===== config.mk =====
export PLATFORM = sky130hd
export DESIGN_NAME = flash_qry_resp
export DESIGN_NICKNAME = d
export VERILOG_FILES = /design/src/rtl/qry_pkg.sv /design/src/rtl/qry_rom.sv /design/src/rtl/qry_lane_fill.sv /design/src/rtl/qry_step.sv /design/src/rtl/flash_qry_resp.sv
export SDC_FILE = /design/constraint.sdc
export NUM_CORES = 1
export LEC_CHECK = 0
export ABC_AREA = 1
export CAP_MARGIN = 20
export CORE_ASPECT_RATIO = 0.8
export CORE_MARGIN = 3
export CORE_UTILIZATION = 42
export DETAILED_ROUTE_END_ITERATION = 10
export PLACE_DENSITY = 0.72
export SLEW_MARGIN = 20
export SYNTH_ARGS = -nofsm -noshare
export SYNTH_HDL_FRONTEND = slang
export SYNTH_SLANG_ARGS = --single-unit

===== constraint.sdc =====
create_clock -name clk -period 4.7 [get_ports clk]
set_input_delay 0.94 -clock clk [delete_from_list [all_inputs] [get_ports clk]]
set_output_delay 0.94 -clock clk [all_outputs]
set_load 0.01 [all_outputs]

===== src/rtl/qry_pkg.sv =====
// Package: shared types and the query table contents for the
// flash identification/query responder.
// Assumes table indices fit in 32 bits.
package qry_pkg;

    // How a device answers query reads, chosen from the width parameters.
    typedef enum logic [1:0] {
        QW_NATIVE = 2'd0,   // device runs at its widest width
        QW_NARROW = 2'd1,   // byte-wide use of a wider part
        QW_UNSUP  = 2'd2    // mismatch that is not supported
    } qry_width_e;

    // Picks the query variant from bank, device and maximum device width.
    function automatic qry_width_e pick_variant(int unsigned bank_w,
                                                int unsigned dev_w,
                                                int unsigned max_w);
        if (dev_w == max_w)
            return QW_NATIVE;
        else if (dev_w == 1 && bank_w <= 4)
            return QW_NARROW;
        else
            return QW_UNSUP;
    endfunction

    // One byte of the per-device query table; undefined entries are zero.
    function automatic logic [7:0] qry_entry(logic [31:0] idx,
                                             logic [7:0]  size_log2,
                                             logic [7:0]  wbuf_log2);
        case (idx)
            32'h10:  return 8'h51;      // 'Q'
            32'h11:  return 8'h52;      // 'R'
            32'h12:  return 8'h59;      // 'Y'
            32'h13:  return 8'h01;      // command set code
            32'h15:  return 8'h31;      // extended table pointer
            32'h1B:  return 8'h45;      // supply min
            32'h1C:  return 8'h55;      // supply max
            32'h27:  return size_log2;  // device size as a power of two
            32'h28:  return 8'h02;      // interface code
            32'h2A:  return wbuf_log2;  // write buffer size as a power of two
            32'h2C:  return 8'h01;      // one uniform erase region
            default: return 8'h00;
        endcase
    endfunction

endpackage


===== src/rtl/qry_rom.sv =====
// Module: qry_rom
// Holds the per-device query table as a small constant ROM and returns
// one byte for a full-width index. An index at or beyond TBL_DEPTH reads
// zero. All index bits are compared, so high indices never alias.
// Assumes TBL_DEPTH >= 1.
module qry_rom
    import qry_pkg::*;
#(
    parameter int unsigned ADDR_W    = 16,
    parameter int unsigned TBL_DEPTH = 82,
    parameter logic [7:0]  SIZE_LOG2 = 8'h17,
    parameter logic [7:0]  WBUF_LOG2 = 8'h0B
) (
    input  logic [ADDR_W-1:0] idx,
    output logic [7:0]        q_byte
);

    logic [31:0] idx_w;

    // Widen the index so the range check uses every bit.
    always_comb idx_w = 32'(idx);

    // Table lookup with out-of-range suppression.
    always_comb begin
        if (idx_w < TBL_DEPTH)
            q_byte = qry_entry(idx_w, SIZE_LOG2, WBUF_LOG2);
        else
            q_byte = 8'h00;
    end

endmodule


===== src/rtl/qry_lane_fill.sv =====
// Module: qry_lane_fill
// Copies one device-wide chunk into every device lane of the bank.
// Assumes BANK_W is a multiple of DEV_W.
module qry_lane_fill #(
    parameter int unsigned BANK_W = 2,
    parameter int unsigned DEV_W  = 1
) (
    input  logic [DEV_W*8-1:0]  chunk,
    output logic [BANK_W*8-1:0] bank_word
);

    localparam int unsigned LANES  = BANK_W / DEV_W;
    localparam int unsigned LANE_B = DEV_W * 8;

    for (genvar l = 0; l < LANES; l++) begin : g_lane
        // Each lane carries the same device answer.
        assign bank_word[l*LANE_B +: LANE_B] = chunk;
    end

endmodule


===== src/rtl/qry_step.sv =====
// Module: qry_step
// Builds one bank-wide answer for one address step. It scales the byte
// address into a table index, forms one device's answer for the selected
// mode, and spreads it over the bank.
// Assumes power-of-two widths, ADDR_W >= 8 and DEV_W <= 4.
module qry_step
    import qry_pkg::*;
#(
    parameter int unsigned BANK_W    = 2,
    parameter int unsigned DEV_W     = 1,
    parameter int unsigned MAX_DEV_W = 2,
    parameter int unsigned ADDR_W    = 16,
    parameter int unsigned TBL_DEPTH = 82,
    parameter logic [15:0] MFR_CODE  = 16'h0089,
    parameter logic [15:0] DEV_CODE  = 16'h0018,
    parameter logic [7:0]  SIZE_LOG2 = 8'h17,
    parameter logic [7:0]  WBUF_LOG2 = 8'h0B
) (
    input  logic                clk,
    input  logic                rst_n,
    input  logic                qry_sel,
    input  logic [ADDR_W-1:0]   addr,
    output logic [BANK_W*8-1:0] bank_word
);

    localparam int unsigned SHIFT  = $clog2(BANK_W) + $clog2(MAX_DEV_W) - $clog2(DEV_W);
    localparam int unsigned LANE_B = DEV_W * 8;
    localparam qry_width_e  VARIANT = pick_variant(BANK_W, DEV_W, MAX_DEV_W);
    localparam logic [LANE_B-1:0] MFR_T = LANE_B'({16'h0000, MFR_CODE});
    localparam logic [LANE_B-1:0] DEV_T = LANE_B'({16'h0000, DEV_CODE});

    logic [ADDR_W-1:0] idx;
    logic [LANE_B-1:0] id_chunk;
    logic [LANE_B-1:0] q_chunk;
    logic [LANE_B-1:0] chunk;

    // Scale the byte address into a device table index.
    always_comb idx = addr >> SHIFT;

    // Identifier answer: low index byte selects manufacturer or device code.
    always_comb begin
        case (idx[7:0])
            8'd0:    id_chunk = MFR_T;
            8'd1:    id_chunk = DEV_T;
            default: id_chunk = '0;
        endcase
    end

    if (VARIANT == QW_UNSUP) begin : g_unsup
        // Unsupported width mix: query data is forced to zero.
        assign q_chunk = '0;
    end else begin : g_rom
        logic [7:0] q_byte;

        qry_rom #(
            .ADDR_W   (ADDR_W),
            .TBL_DEPTH(TBL_DEPTH),
            .SIZE_LOG2(SIZE_LOG2),
            .WBUF_LOG2(WBUF_LOG2)
        ) i_rom (
            .idx   (idx),
            .q_byte(q_byte)
        );

        if (VARIANT == QW_NARROW) begin : g_narrow
            // Byte-wide use: the byte is repeated over the part's full width,
            // of which the single byte lane is what reaches the bus.
            assign q_chunk = q_byte;
        end else begin : g_native
            // Native width: byte sits in the low end of the device lane.
            assign q_chunk = LANE_B'(q_byte);
        end
    end

    // Pick the device answer for the current mode.
    always_comb chunk = qry_sel ? q_chunk : id_chunk;

    qry_lane_fill #(
        .BANK_W(BANK_W),
        .DEV_W (DEV_W)
    ) i_fill (
        .chunk    (chunk),
        .bank_word(bank_word)
    );

    // Returns 1 when every device lane of a bank word matches lane 0.
    function automatic logic lanes_match(logic [BANK_W*8-1:0] w);
        for (int l = 1; l < BANK_W / DEV_W; l++)
            if (w[l*LANE_B +: LANE_B] != w[LANE_B-1:0])
                return 1'b0;
        return 1'b1;
    endfunction


    lane_copy_chk: assert property (@(posedge clk) disable iff (!rst_n)
        lanes_match(bank_word));


    id_other_zero_chk: assert property (@(posedge clk) disable iff (!rst_n)
        (!qry_sel && idx[7:0] > 8'd1) |-> (bank_word == '0));


    range_zero_chk: assert property (@(posedge clk) disable iff (!rst_n)
        (qry_sel && 32'(idx) >= TBL_DEPTH) |-> (bank_word == '0));

    if (VARIANT == QW_UNSUP) begin : g_unsup_chk

        unsup_zero_chk: assert property (@(posedge clk) disable iff (!rst_n)
            qry_sel |-> (bank_word == '0));
    end

endmodule


===== src/rtl/flash_qry_resp.sv =====
// Module: flash_qry_resp (top)
// Read-data generator for the identifier and query modes of a flash
// bank. Splits an access into bank-width steps, answers each step, packs
// the answers lowest address first, and registers the result once.
// Assumes ACC_BYTES is a multiple of BANK_W, BANK_W a multiple of DEV_W,
// and MAX_DEV_W >= DEV_W, all powers of two.
module flash_qry_resp #(
    parameter int unsigned BANK_W    = 2,
    parameter int unsigned DEV_W     = 1,
    parameter int unsigned MAX_DEV_W = 2,
    parameter int unsigned ACC_BYTES = 4,
    parameter int unsigned ADDR_W    = 16,
    parameter int unsigned TBL_DEPTH = 82,
    parameter logic [15:0] MFR_CODE  = 16'h0089,
    parameter logic [15:0] DEV_CODE  = 16'h0018,
    parameter logic [7:0]  SIZE_LOG2 = 8'h17,
    parameter logic [7:0]  WBUF_LOG2 = 8'h0B
) (
    input  logic                   clk,
    input  logic                   rst_n,
    input  logic                   rd_en,
    input  logic                   qry_sel,
    input  logic [ADDR_W-1:0]      byte_off,
    output logic [ACC_BYTES*8-1:0] rd_data,
    output logic                   rd_valid
);

    localparam int unsigned STEPS     = ACC_BYTES / BANK_W;
    localparam int unsigned BANK_BITS = BANK_W * 8;

    logic [ACC_BYTES*8-1:0] resp;

    for (genvar s = 0; s < STEPS; s++) begin : g_step
        logic [ADDR_W-1:0]    step_addr;
        logic [BANK_BITS-1:0] step_word;

        // Address of this step: one bank width further per step.
        assign step_addr = byte_off + ADDR_W'(s * BANK_W);

        qry_step #(
            .BANK_W   (BANK_W),
            .DEV_W    (DEV_W),
            .MAX_DEV_W(MAX_DEV_W),
            .ADDR_W   (ADDR_W),
            .TBL_DEPTH(TBL_DEPTH),
            .MFR_CODE (MFR_CODE),
            .DEV_CODE (DEV_CODE),
            .SIZE_LOG2(SIZE_LOG2),
            .WBUF_LOG2(WBUF_LOG2)
        ) i_step (
            .clk      (clk),
            .rst_n    (rst_n),
            .qry_sel  (qry_sel),
            .addr     (step_addr),
            .bank_word(step_word)
        );

        assign resp[s*BANK_BITS +: BANK_BITS] = step_word;
    end

    // Output register: capture on a strobed read, hold otherwise.
    always_ff @(posedge clk) begin
        if (!rst_n) begin
            rd_data  <= '0;
            rd_valid <= 1'b0;
        end else begin
            rd_valid <= rd_en;
            if (rd_en)
                rd_data <= resp;
        end
    end


    valid_track_chk: assert property (@(posedge clk) disable iff (!rst_n)
        rd_en |=> rd_valid);


    idle_low_chk: assert property (@(posedge clk) disable iff (!rst_n)
        !rd_en |=> !rd_valid);


    data_hold_chk: assert property (@(posedge clk) disable iff (!rst_n)
        !rd_en |=> $stable(rd_data));

endmodule


; ---- Yosys cells after proc, flatten, opt, wreduce, memory -nomap -nowiden
; Cells that the tools add are included.
[op_classes]
n_addsub = 1
order_cmp = 2
n_eq_ne = 24
n_mux = 8
reduce_logical = 4
[ops]
columns = cell, n
row1 = "14-bit by 5-bit equality test with 1-bit output, second input constant", 14
row2 = 7-bit case mux with 10 select lines, 2
row3 = "14-bit by 6-bit equality test with 1-bit output, second input constant", 8
row4 = 8-bit two-way mux, 4
row5 = 8-bit case mux with 2 select lines, 2
row6 = "14-bit by 7-bit < comparator with 1-bit output, second input constant", 2
row7 = "16-bit by 2-bit adder with 16-bit output, second input constant", 1
row8 = "8-bit by 1-bit equality test with 1-bit output, second input constant", 2
row9 = 8-bit zero test, 2
row10 = 2-bit OR reduction, 2
[word_totals]
ff_bits = 33
in_bits = 20
output_inout_bits = 33
elab_cells = 41

; ---- Longest topological paths before layout
; Gate-level depths: netlist (run 1).
[logic_depth]
ltp_word = 6
mapped_depth = 15
mapped_depth_nobuf = 14

; ---- Cells and area by module
; A second synthesis (run 1) with hierarchy kept.
[unflattened]
hier_cells = 482
area_unflattened_um2 = 2797.7
[modules_own_cells]
columns = module, instances, cells_each, area_per_inst_um2
row1 = flash_qry_resp, 1, 212, 1473.9
row2 = qry_rom, 2, 82, 389.1
row3 = qry_step, 2, 37, 152.6
row4 = qry_lane_fill, 2, 16, 120.1

; ---- Worst setup path before layout (run 1)
; Ideal clock, no wire load.
[synth_timing]
kind = input -> register
start = input port byte_off[1]
end = register rd_data[29]
setup_time_ps = 72
arrival_ps = 2298
required_time_ps = 4628
slack_ps = 2329
cell_stages = 13
n_path_buf = 0
cell_sequence = ha_1 -> nand2_2 -> nor2_4 -> nand3_2 -> nand2_1 -> nand2_1 -> nor2_1 -> nand2_1 -> nor2_4 -> nand2_2 -> nor3_4 -> nand3_2 -> a21oi_1
[synth_via]
elab_chain_cells = 6
word_cells_on_any_way = 17
[synth_rtl]
columns = element, line_no
row1 = from (decl), flash_qry_resp.sv:23  ; input logic [ADDR_W-1:0] byte_off,
row2 = 16-bit by 2-bit adder with 16-bit output (*), flash_qry_resp.sv:38  ; assign step_addr = byte_off + ADDR_W'(s * BANK_W);
row3 = 14-bit by 6-bit equality test with 1-bit output or 14-bit by 5-bit equality test with 1-bit output (tied branches), qry_pkg.sv:29  ; case (idx)
row4 = 2-bit OR reduction (no source line), -
row5 = 7-bit case mux with 10 select lines, qry_pkg.sv:29
row6 = 8-bit two-way mux (*), qry_rom.sv:25  ; if (idx_w < TBL_DEPTH)
row7 = 8-bit two-way mux (*), qry_step.sv:76  ; always_comb chunk = qry_sel ? q_chunk : id_chunk;
row8 = to (signal assigned), flash_qry_resp.sv:69  ; rd_data <= resp;
row9 = to (decl), flash_qry_resp.sv:24  ; output logic [ACC_BYTES*8-1:0] rd_data,
; Every way passes the cells marked *; elsewhere a longest branch is shown, timed or not.
; A chain may end at the register's enable or synchronous reset.

; ---- Worst setup path in the final report (run 1)
[layout_timing]
start = input port byte_off[2]
end = register rd_data[30]
; The elaborated chain is that of the path after synthesis.

==> reports/results.tsv, run 1 <==
stage	metric	value	unit
cts	Clock Tree Buf Depth	2	
hold_path	worst min-delay path class	flop to flop	
timing	measured slew at the worst slew-check pin	0.4775	ns
placement	Post-Place Worst Slack	1.263	ns
critical_path	crit path capture type	flop	
power	combinational power share	29.8	%
timing	Achievable Freq	316.4	MHz
route	DRT iter0 DRCs	95	
power	pwr/cell area	156.1	mW/mm2
global_route	gr usage total	19.09	%
placement	placed instance count	420	
logic_synthesis	Avg Cell Area, Syn	5.683	um2
route	Antenna Violating Nets Remaining	0	
placement	IO Port Bufs	51	
route	router iterations before antenna repair	4	
floorplanning	num rows	21	
timing	Clock Skews	0	ns
critical_path	critical path class	input pin to flop	
logic_synthesis	Seq cells post-synth	17	
timing	post-route setup slack	1.540	ns
cts	Post-CTS Hold Buffers	0	
power	Overall Power	0.3691	mW
critical_path	CP Launch Type	input pin	
timing	min Tclk post-route	3.160	ns
global_route	vias in the first global route	1834	
placement	HPWL Detailed	3.945	mm
power	Switching Share	32.21	%
global_route	antenna violations before repair	0	
cts	Post-CTS Setup Bufs	0	
final_layout	Finished Layout Cells	424	
cts	post_cts resized	0	
logic_synthesis	EDFF count, synth	0	
route	wire length per cell after detailed routing	11.21	um
logic_synthesis	Main synth FF type	dfxtp_1	
floorplanning	I/O Pins	53	
route	Vias/cell	5.038	
logic_synthesis	syn_nets	353	
timing	final setup violation count	0	
route	DR vias	2136	
cts	Worst-path clk slew	0.06	ns
logic_synthesis	synthesized area	0.001887	mm2
critical_path	critical path launch point	byte_off[2]	
critical_path	CP Max Fanout	13	
floorplanning	DIE HEIGHT	65.95	um
final_layout	share of layout cells above drive strength 1	7.902	%
power	Int Pwr	0.2502	mW
final_layout	ANT cells	0	
logic_synthesis	YS warnings	0	
power	Net Switching	0.1189	mW
timing	final hold violation count	0	
logic_synthesis	register area share after synthesis	18.04	%
cts	CTS Root Cell	clkbuf_8	
status	status	finished clean	
timing	TNS Setup	0	ns
placement	RD Place Congestion	0.9461	
critical_path	required time of the critical path	4.89	ns
floorplanning	die area	0.005338	mm2
route	DRC violations left	0	
floorplanning	Core Area	0.004257	mm2
power	P_leak	1.030	nW
cts	CTS tree	done	
cts	clk sinks	17	
critical_path	R2R Path Start	rd_data[8]	
final_layout	most frequent cells in the layout	nand2_1 (87), clkdlybuf4s50_1 (51), inv_1 (44), nor2_1 (43), nand3_1 (27)	
final_layout	Final nets	389	
critical_path	WP data arrival	3.35	ns
logic_synthesis	Synth cell types	33	
floorplanning	Die X	80.94	um
global_route	first-pass GRT wire length	8.135	mm
global_route	Congestion Overflow GR	0	
cts	CTS buffer count	3	
final_layout	most common cell after layout, fill and taps aside	nand2_1	
timing	unrepaired setup endpoints after global routing	no	
cts	Clock Latency Late Sink	0.25	ns
power	maximum VDD drop	0.0001124	V
logic_synthesis	Post-Synthesis Cells	332	
timing	post-route clock period utilization	67.24	%
logic_synthesis	Post-synth ARST share	0	%
timing	Slew headroom	68.07	%
job	max_cap viols	0	
timing	Slew Viols, Final	0	
final_layout	Layout Area Growth over Synthesis	25.33	%
hold_path	hold path startpoint	rd_data[10]	
power	Clk pwr share	29.4	%
floorplanning	Initial Utilization	44.33	%
route	wire length after detailed routing	4.755	mm
cts	H-tree depth	1	
final_layout	# fillers	463	
power	Reg power frac	40.7	%
global_route	largest net degree at the start of global routing	17	
## final timing paths
kind | cells after the start | endpoint | slack [ns]
setup / recovery | 14 | rd_data[30] | 1.54
hold / removal | 2 | rd_data[10] | 0.48
setup reg to reg | 2 | rd_data[8] | 4.02
hold reg to reg | 2 | rd_data[10] | 0.48
## cells in the mapped netlist, types with 2 or more instances
| cell type | instances | area share, % |
|---|---|---|
| inv_2 | 2 | 0.40 |
| buf_4 | 17 | 6.8 |
| nand3b_1 | 3 | 1.2 |
| inv_1 | 44 | 8.8 |
| nor4_1 | 3 | 0.99 |
| nor3_1 | 7 | 1.9 |
| nand2_1 | 87 | 17 |
| a31oi_1 | 2 | 0.66 |
| nor2_1 | 43 | 8.6 |
| nand2_2 | 10 | 3.3 |
| dfxtp_1 | 17 | 18 |
| nand4_1 | 11 | 3.6 |
| nand3_1 | 27 | 7.2 |
| nor2_4 | 6 | 3.6 |
| o21ai_0 | 21 | 5.6 |
| a21oi_1 | 14 | 3.7 |
| nand3_2 | 2 | 1.1 |
## layout make-up
class / instances / area [um2] / area share (%)
multi-input combinational: 248 / 1220 / 51.59
timing repair buffer: 51 / 510.5 / 21.59
sequential: 17 / 340.3 / 14.39
inverter: 47 / 176.4 / 7.460
tap: 57 / 71.32 / 3.016
clock buffer: 3 / 41.29 / 1.746
clock inverter: 1 / 5.005 / 0.2116
## per-layer routing
metal / part of all wire, % / GRT usage [%]
met4: 0.72 / 4.430
met3: 5.4 / 3.678
met5: 0 / 0
met1: 51 / 27.74
met2: 43 / 28.79
## cells by family after synthesis
family / after synthesis / share of synthesized area (%)
DFF: 17 / 18.04
buffers and inverters: 67 / 17.31
adders and majority gates: 1 / 0.6630
AOI/OAI and AO/OA: 43 / 12.33
and+or+nand+nor: 204 / 51.66
## stage by stage
step / cell area (um2) / utilization [%] / hold WS [ns]
after floorplan: 1887 / - / 0.5004
after global placement: 2318 / 54.47 / 0.4668
after detailed placement: 2318 / 54.47 / 0.4718
after CTS: 2365 / 55.56 / 0.4816
after global routing: 2365 / 55.56 / 0.5027
final: 2365 / 55.56 / 0.4768
## power by group through the flow
| stage | sequential, mW | clock (mW) | combinational [mW] |
|---|---|---|---|
| 2_1_floorplan | 0.155 | 0 | 0.0635 |
| 3_3_place_gp | 0.154 | 0 | 0.108 |
| 3_5_place_dp | 0.154 | 0 | 0.109 |
| 4_1_cts | 0.150 | 0.112 | 0.110 |
| 5_1_grt | 0.151 | 0.117 | 0.123 |
| 6_report | 0.150 | 0.109 | 0.110 |
## critical path, stage by stage
cell and delay (ns):
clkdlybuf4s50_1 0.61, ha_1 0.26, nand2_2 0.09, nor2_4 0.16
nand3_2 0.10, nand2_1 0.06, nand2_1 0.06, nor2_1 0.09
nand2_1 0.10, nor2_4 0.28, nand2_2 0.12, nor3_4 0.26
nand2_1 0.10, a21oi_1 0.12
## registers in the layout (all words and copies together) (netlist names)
register and cells:
rd_data 16, rd_valid 1
No activity file was read; power rests on OpenSTA's default activity.
==> inputs of run 2 (changes only) <==
Clock period 4.7 ns to 3.25 ns, I/O delays scaled along.
==> run 2 against run 1 <==
Effect of this change:
- first-iteration DRC count grew 39%
- highest routed layer unchanged
- clock skew stayed put
- count of clock-buffer cells in the layout stayed put
- total power is 44% higher
- global-route usage grew 0.42 points
- register-to-register slack got worse by 1.5 ns
- critical path depth fell by 1
- combinational power is 47% higher
- die area unchanged
- sequential power increased by 45%
==> reports/results.tsv, run 2 (same netlist as run 1, synthesis figures left out) <==
stage	metric	value	unit
timing	Slew Viols, Final	0	
global_route	first-pass GRT wire length	8.507	mm
final_layout	final instance area	0.002387	mm2
timing	final hold violation count	0	
final_layout	Reg with most FFs	rd_data	
timing	post-route clock period utilization	83.62	%
job	max_cap viols	0	
cts	CTS tree	done	
critical_path	CP peak stage delay	0.53	ns
placement	IO Port Bufs	51	
timing	unrepaired setup endpoints after global routing	no	
power	pwr/cell area	223.2	mW/mm2
cts	clk sinks	17	
route	Antenna Violating Nets Remaining	0	
final_layout	Layout Area Growth over Synthesis	26.53	%
power	maximum VDD drop	0.0001949	V
cts	Worst-path clk slew	0.06	ns
floorplanning	I/O Pins	53	
critical_path	Crit path max-delay family	simple AND/OR/NAND/NOR gates	
critical_path	CP Launch Type	input pin	
route	DRC violations left	0	
cts	Clock Latency Late Sink	0.25	ns
final_layout	share of layout cells above drive strength 1	8.649	%
global_route	Congestion Overflow GR	0	
floorplanning	Die X	80.94	um
final_layout	ANT cells	0	
final_layout	most common cell after layout, fill and taps aside	nand2_1	
hold_path	worst min-delay path class	flop to flop	
cts	H-tree depth	1	
global_route	gr usage total	19.51	%
final_layout	Final nets	392	
critical_path	critical path class	input pin to flop	
critical_path	required time of the critical path	3.39	ns
timing	min Tclk post-route	2.718	ns
final_layout	max reg flops	16	
floorplanning	die area	0.005338	mm2
placement	RD Place Congestion	0.8986	
floorplanning	num rows	21	
timing	Clock Skews	0	ns
route	DRT iter0 DRCs	132	
critical_path	WP data arrival	2.86	ns
cts	Post-CTS Setup Bufs	0	
cts	CTS Root Cell	clkbuf_8	
route	router iterations before antenna repair	5	
cts	Post-CTS Hold Buffers	0	
cts	CTS buffer count	3	
floorplanning	Core Area	0.004257	mm2
route	wire length per cell after detailed routing	11.52	um
timing	Achievable Freq	368.0	MHz
timing	measured slew at the worst slew-check pin	0.3987	ns
final_layout	# fillers	458	
route	wire length after detailed routing	4.918	mm
power	P_leak	1.045	nW
placement	HPWL Detailed	4.125	mm
status	status	finished clean	
cts	post_cts resized	0	
floorplanning	DIE HEIGHT	65.95	um
critical_path	CP Max Fanout	6	
final_layout	most frequent cells in the layout	nand2_1 (87), clkdlybuf4s50_1 (51), inv_1 (44), nor2_1 (43), nand3_1 (27)	
global_route	vias in the first global route	1948	
global_route	largest net degree at the start of global routing	17	
timing	TNS Setup	0	ns
critical_path	Buf/Inv on CP	2	
route	DR vias	2162	
critical_path	crit path capture type	flop	
timing	final setup violation count	0	
cts	Clock Tree Buf Depth	2	
critical_path	critical path, cell by cell	clkdlybuf4s50_1 > ha_1 > nand3_1 > o21ai_0 > nand2_1 > nand2_1 > inv_1 > nand2_2 > nor2_1 > o21ai_0 > nand3_1 > a21oi_1 > nor2_1	
floorplanning	Initial Utilization	44.33	%
final_layout	Largest regs	rd_data: 16 flops, rd_valid: 1 flops	
critical_path	CP max-delay cell	clkdlybuf4s50_1	
placement	Cell Area, Placed	0.002341	mm2
timing	Slew headroom	73.08	%
global_route	antenna violations before repair	0	
route	Vias/cell	5.063	
## run 2: cell types whose count changed in the layout (fill, tap and decap cells not counted)
| cell | before | now |
|---|---|---|
| buf_4 | 0 | 3 |
## run 2: metal layers
metal	wire length (um)	up-vias	global-route usage, %
met1	2401	944	28.62
met2	2161	78	30.94
met3	331	4	3.678
met5	0	-	0
met4	23	0	0.8439
li1	-	1136	-
## run 2: worst register-to-register path, stage by stage, from the launching register on
cell	delay [ns]
dfxtp_1	0.33
o21ai_0	0.16
a21oi_1	0.08
## run 2: final cells by class
cell class	instances	area [um2]	share of cell area, %
timing repair buffer	54	533.0	22.33
multi-input combinational	248	1220	51.10
inverter	47	176.4	7.390
tap	57	71.32	2.987
clock buffer	3	41.29	1.730
sequential	17	340.3	14.26
clock inverter	1	5.005	0.2096
## run 2: final timing paths
kind | slack (ns) | startpoint | cells after the start | to
worst max-delay path | 0.53 | byte_off[1] | 13 | rd_data[28]
worst min-delay path | 0.48 | rd_data[26] | 2 | rd_data[26]
worst max register to register | 2.56 | rd_data[8] | 2 | rd_data[8]
worst min register to register | 0.48 | rd_data[26] | 2 | rd_data[26]
## run 2: where the power goes
group / switching, mW / total (mW) / internal, mW
Combinational: 0.0977 / 0.162 / 0.0645
Sequential: 0.00367 / 0.218 / 0.214
Clock: 0.0682 / 0.153 / 0.0849
Total: 0.170 / 0.533 / 0.363
## run 2: through the flow
step / util, % / power, mW / instances / hold slack, ns / setup WS, ns
after floorplan: - / 0.3162 / 332 / 0.5004 / 1.169
after global placement: 55.00 / 0.3814 / 423 / 0.4667 / 0.3215
after detailed placement: 55.00 / 0.3832 / 423 / 0.4713 / 0.3036
after CTS: 56.08 / 0.5358 / 427 / 0.4811 / 0.5605
after global routing: 56.08 / 0.5648 / 427 / 0.5131 / 0.3079
final: 56.08 / 0.5328 / 427 / 0.4780 / 0.5323
==> inputs of run 3 (changes only) <==
Settings changed: PLACE_DENSITY 0.72 to 0.74.
Clock period 3.25 ns to 2.4 ns, I/O delays scaled along.
==> run 3 against run 2 <==
Effect of this change:
- die area is the same
- non-clock buffer count increased by 47
- register-to-register slack got worse by 0.84 ns
- count of clock-buffer cells in the layout increased by 1
- worst setup slack lost 0.33 ns
- total power increased by 45%
- via count up 8.3%
- cell count rose by 11%
- critical path depth fell by 2
- sequential cell count is the same
- critical path type unchanged
- largest cell class unchanged
==> reports/results.tsv, run 3 (same netlist as run 1, synthesis figures left out) <==
stage	metric	value	unit
critical_path	critical path class	input pin to flop	
global_route	first-pass GRT wire length	8.735	mm
route	Antenna Violating Nets Remaining	0	
cts	Worst-path clk slew	0.06	ns
global_route	antenna violations before repair	0	
floorplanning	Core Area	0.004257	mm2
final_layout	Reg with most FFs	rd_data	
cts	Clock Tree Buf Depth	2	
global_route	vias in the first global route	2024	
power	Reg power frac	38.0	%
critical_path	Buf/Inv on CP	3	
final_layout	final instance area	0.002791	mm2
job	max_cap viols	0	
final_layout	ANT cells	0	
cts	Clock Latency Late Sink	0.25	ns
timing	Clock Skews	0	ns
timing	final hold violation count	0	
route	Met3 Wirelength	209	um
final_layout	# fillers	402	
timing	final setup violation count	0	
cts	CTS tree	done	
power	combinational power share	35.5	%
critical_path	CP Launch Type	input pin	
timing	min Tclk post-route	2.202	ns
power	Net Switching	0.2385	mW
power	pwr/cell area	277.7	mW/mm2
route	wire length after detailed routing	5.309	mm
timing	post-route clock period utilization	91.76	%
floorplanning	die area	0.005338	mm2
global_route	largest net degree at the start of global routing	16	
route	highest routed layer	met3	
final_layout	Largest regs	rd_data: 16 flops, rd_valid: 1 flops	
placement	IO Port Bufs	51	
critical_path	Crit path max-delay family	simple AND/OR/NAND/NOR gates	
cts	CTS Root Cell	clkbuf_8	
power	Switching Share	30.77	%
final_layout	most common cell after layout, fill and taps aside	nand2_1	
final_layout	most frequent cells in the layout	nand2_1 (85), buf_4 (49), clkdlybuf4s50_1 (45), inv_1 (44), nor2_1 (40)	
timing	TNS Setup	0	ns
timing	measured slew at the worst slew-check pin	0.4383	ns
critical_path	CP peak stage delay	0.49	ns
power	maximum VDD drop	0.0002233	V
floorplanning	I/O Pins	53	
timing	Slew headroom	70.75	%
critical_path	most used cell, CP	nand2_1	
critical_path	CP Max Fanout	5	
final_layout	share of layout cells above drive strength 1	20.62	%
route	DRC violations left	0	
global_route	gr usage total	20.30	%
route	wire length per cell after detailed routing	11.20	um
critical_path	WP data arrival	2.38	ns
timing	unrepaired setup endpoints after global routing	no	
route	DR vias	2342	
critical_path	critical path, cell by cell	clkdlybuf4s50_1 > inv_1 > nand2_1 > nor3_1 > nand2_1 > buf_4 > nor2_1 > nand3_1 > nand4_1 > nand2_1 > a31oi_1	
critical_path	CP max-delay cell	clkdlybuf4s50_1	
route	metal1 wirelength	2.690	mm
route	DRT iter0 DRCs	122	
route	Vias/cell	4.941	
placement	RD Place Congestion	0.9352	
final_layout	Layout Area Growth over Synthesis	47.94	%
cts	CTS buffer count	3	
final_layout	Finished Layout Cells	474	
timing	Achievable Freq	454.1	MHz
placement	placed instance count	468	
final_layout	Final nets	439	
hold_path	worst min-delay path class	flop to flop	
route	routed wl met2	2.409	mm
critical_path	required time of the critical path	2.58	ns
status	status	finished clean	
placement	Cell Area, Placed	0.002691	mm2
floorplanning	Die X	80.94	um
timing	Slew Viols, Final	0	
cts	H-tree depth	1	
route	router iterations before antenna repair	4	
critical_path	crit path capture type	flop	
cts	clk sinks	17	
power	Int Pwr	0.5366	mW
placement	HPWL Detailed	4.426	mm
power	Clk pwr share	26.5	%
power	P_leak	1.324	nW
floorplanning	num rows	21	
floorplanning	Initial Utilization	44.33	%
floorplanning	DIE HEIGHT	65.95	um
global_route	Congestion Overflow GR	0	
final_layout	max reg flops	16	
-- run 3: cell count changes in the layout (fill, tap and decap cells not counted), sizes merged --
cell | previous run | this run
buf | 3 | 50
clkbuf | 3 | 4
clkdlybuf4s50 | 51 | 45
dlymetal6s2s | 0 | 6
clkinv | 2 | 1
-- run 3: final cells by class --
cell class | instances | area [um2] | area share (%)
Multi-Input combinational cell | 248 | 1245 | 44.60
Timing Repair Buffer | 101 | 913.4 | 32.72
Sequential cell | 17 | 340.3 | 12.19
Inverter | 47 | 176.4 | 6.320
Tap cell | 57 | 71.32 | 2.555
Clock buffer | 4 | 45.04 | 1.614
-- run 3: worst register-to-register path, stage by stage, from the launching register on --
cell      delay [ns]
dfxtp_1         0.32
o211ai_1        0.19
inv_1           0.07
-- run 3: stage by stage --
| step | setup WS (ns) | hold WS [ns] | utilization, % | power (mW) |
|---|---|---|---|---|
| floorplan | 0.4894 | 0.5004 | - | 0.4282 |
| global placement | -0.2301 | 0.4683 | 63.23 | 0.5637 |
| detailed placement | -0.2757 | 0.4721 | 63.23 | 0.5679 |
| CTS | 0.002733 | 0.4816 | 64.34 | 0.7744 |
| global route | 0.005976 | 0.4935 | 65.58 | 0.8254 |
| finish | 0.1977 | 0.4788 | 65.58 | 0.7750 |
-- run 3: timing repair --
item	CTS	global route
buffers inserted	0	2
endpoints found under the hold margin	0	0
hold buffers	0	0
pin swaps	0	3
setup endpoints to repair	2	11
gates resized for setup	2	16
-- run 3: power groups by stage --
stage / registers (mW) / clock network (mW) / logic, mW
after floorplan: 0.304 / 0 / 0.124
after global placement: 0.300 / 0 / 0.263
after detailed placement: 0.301 / 0 / 0.267
after CTS: 0.295 / 0.211 / 0.269
after global routing: 0.295 / 0.230 / 0.301
final: 0.295 / 0.205 / 0.275
-- run 3: final timing paths --
| kind | from | cells after the start | slack, ns | endpoint |
|---|---|---|---|---|
| worst max-delay path | byte_off[11] | 11 | 0.20 | rd_data[12] |
| worst min-delay path | rd_data[30] | 2 | 0.48 | rd_data[30] |
| worst max register to register | rd_data[11] | 2 | 1.72 | rd_data[11] |
| worst min register to register | rd_data[30] | 2 | 0.48 | rd_data[30] |
-- run 3: per-layer routing --
| metal | vias to the layer above | global-route usage, % |
|---|---|---|
| met5 | - | 0 |
| met3 | 0 | 4.223 |
| met2 | 43 | 33.50 |
| met1 | 1060 | 28.52 |
| li1 | 1239 | - |
| met4 | 0 | 0.8439 |
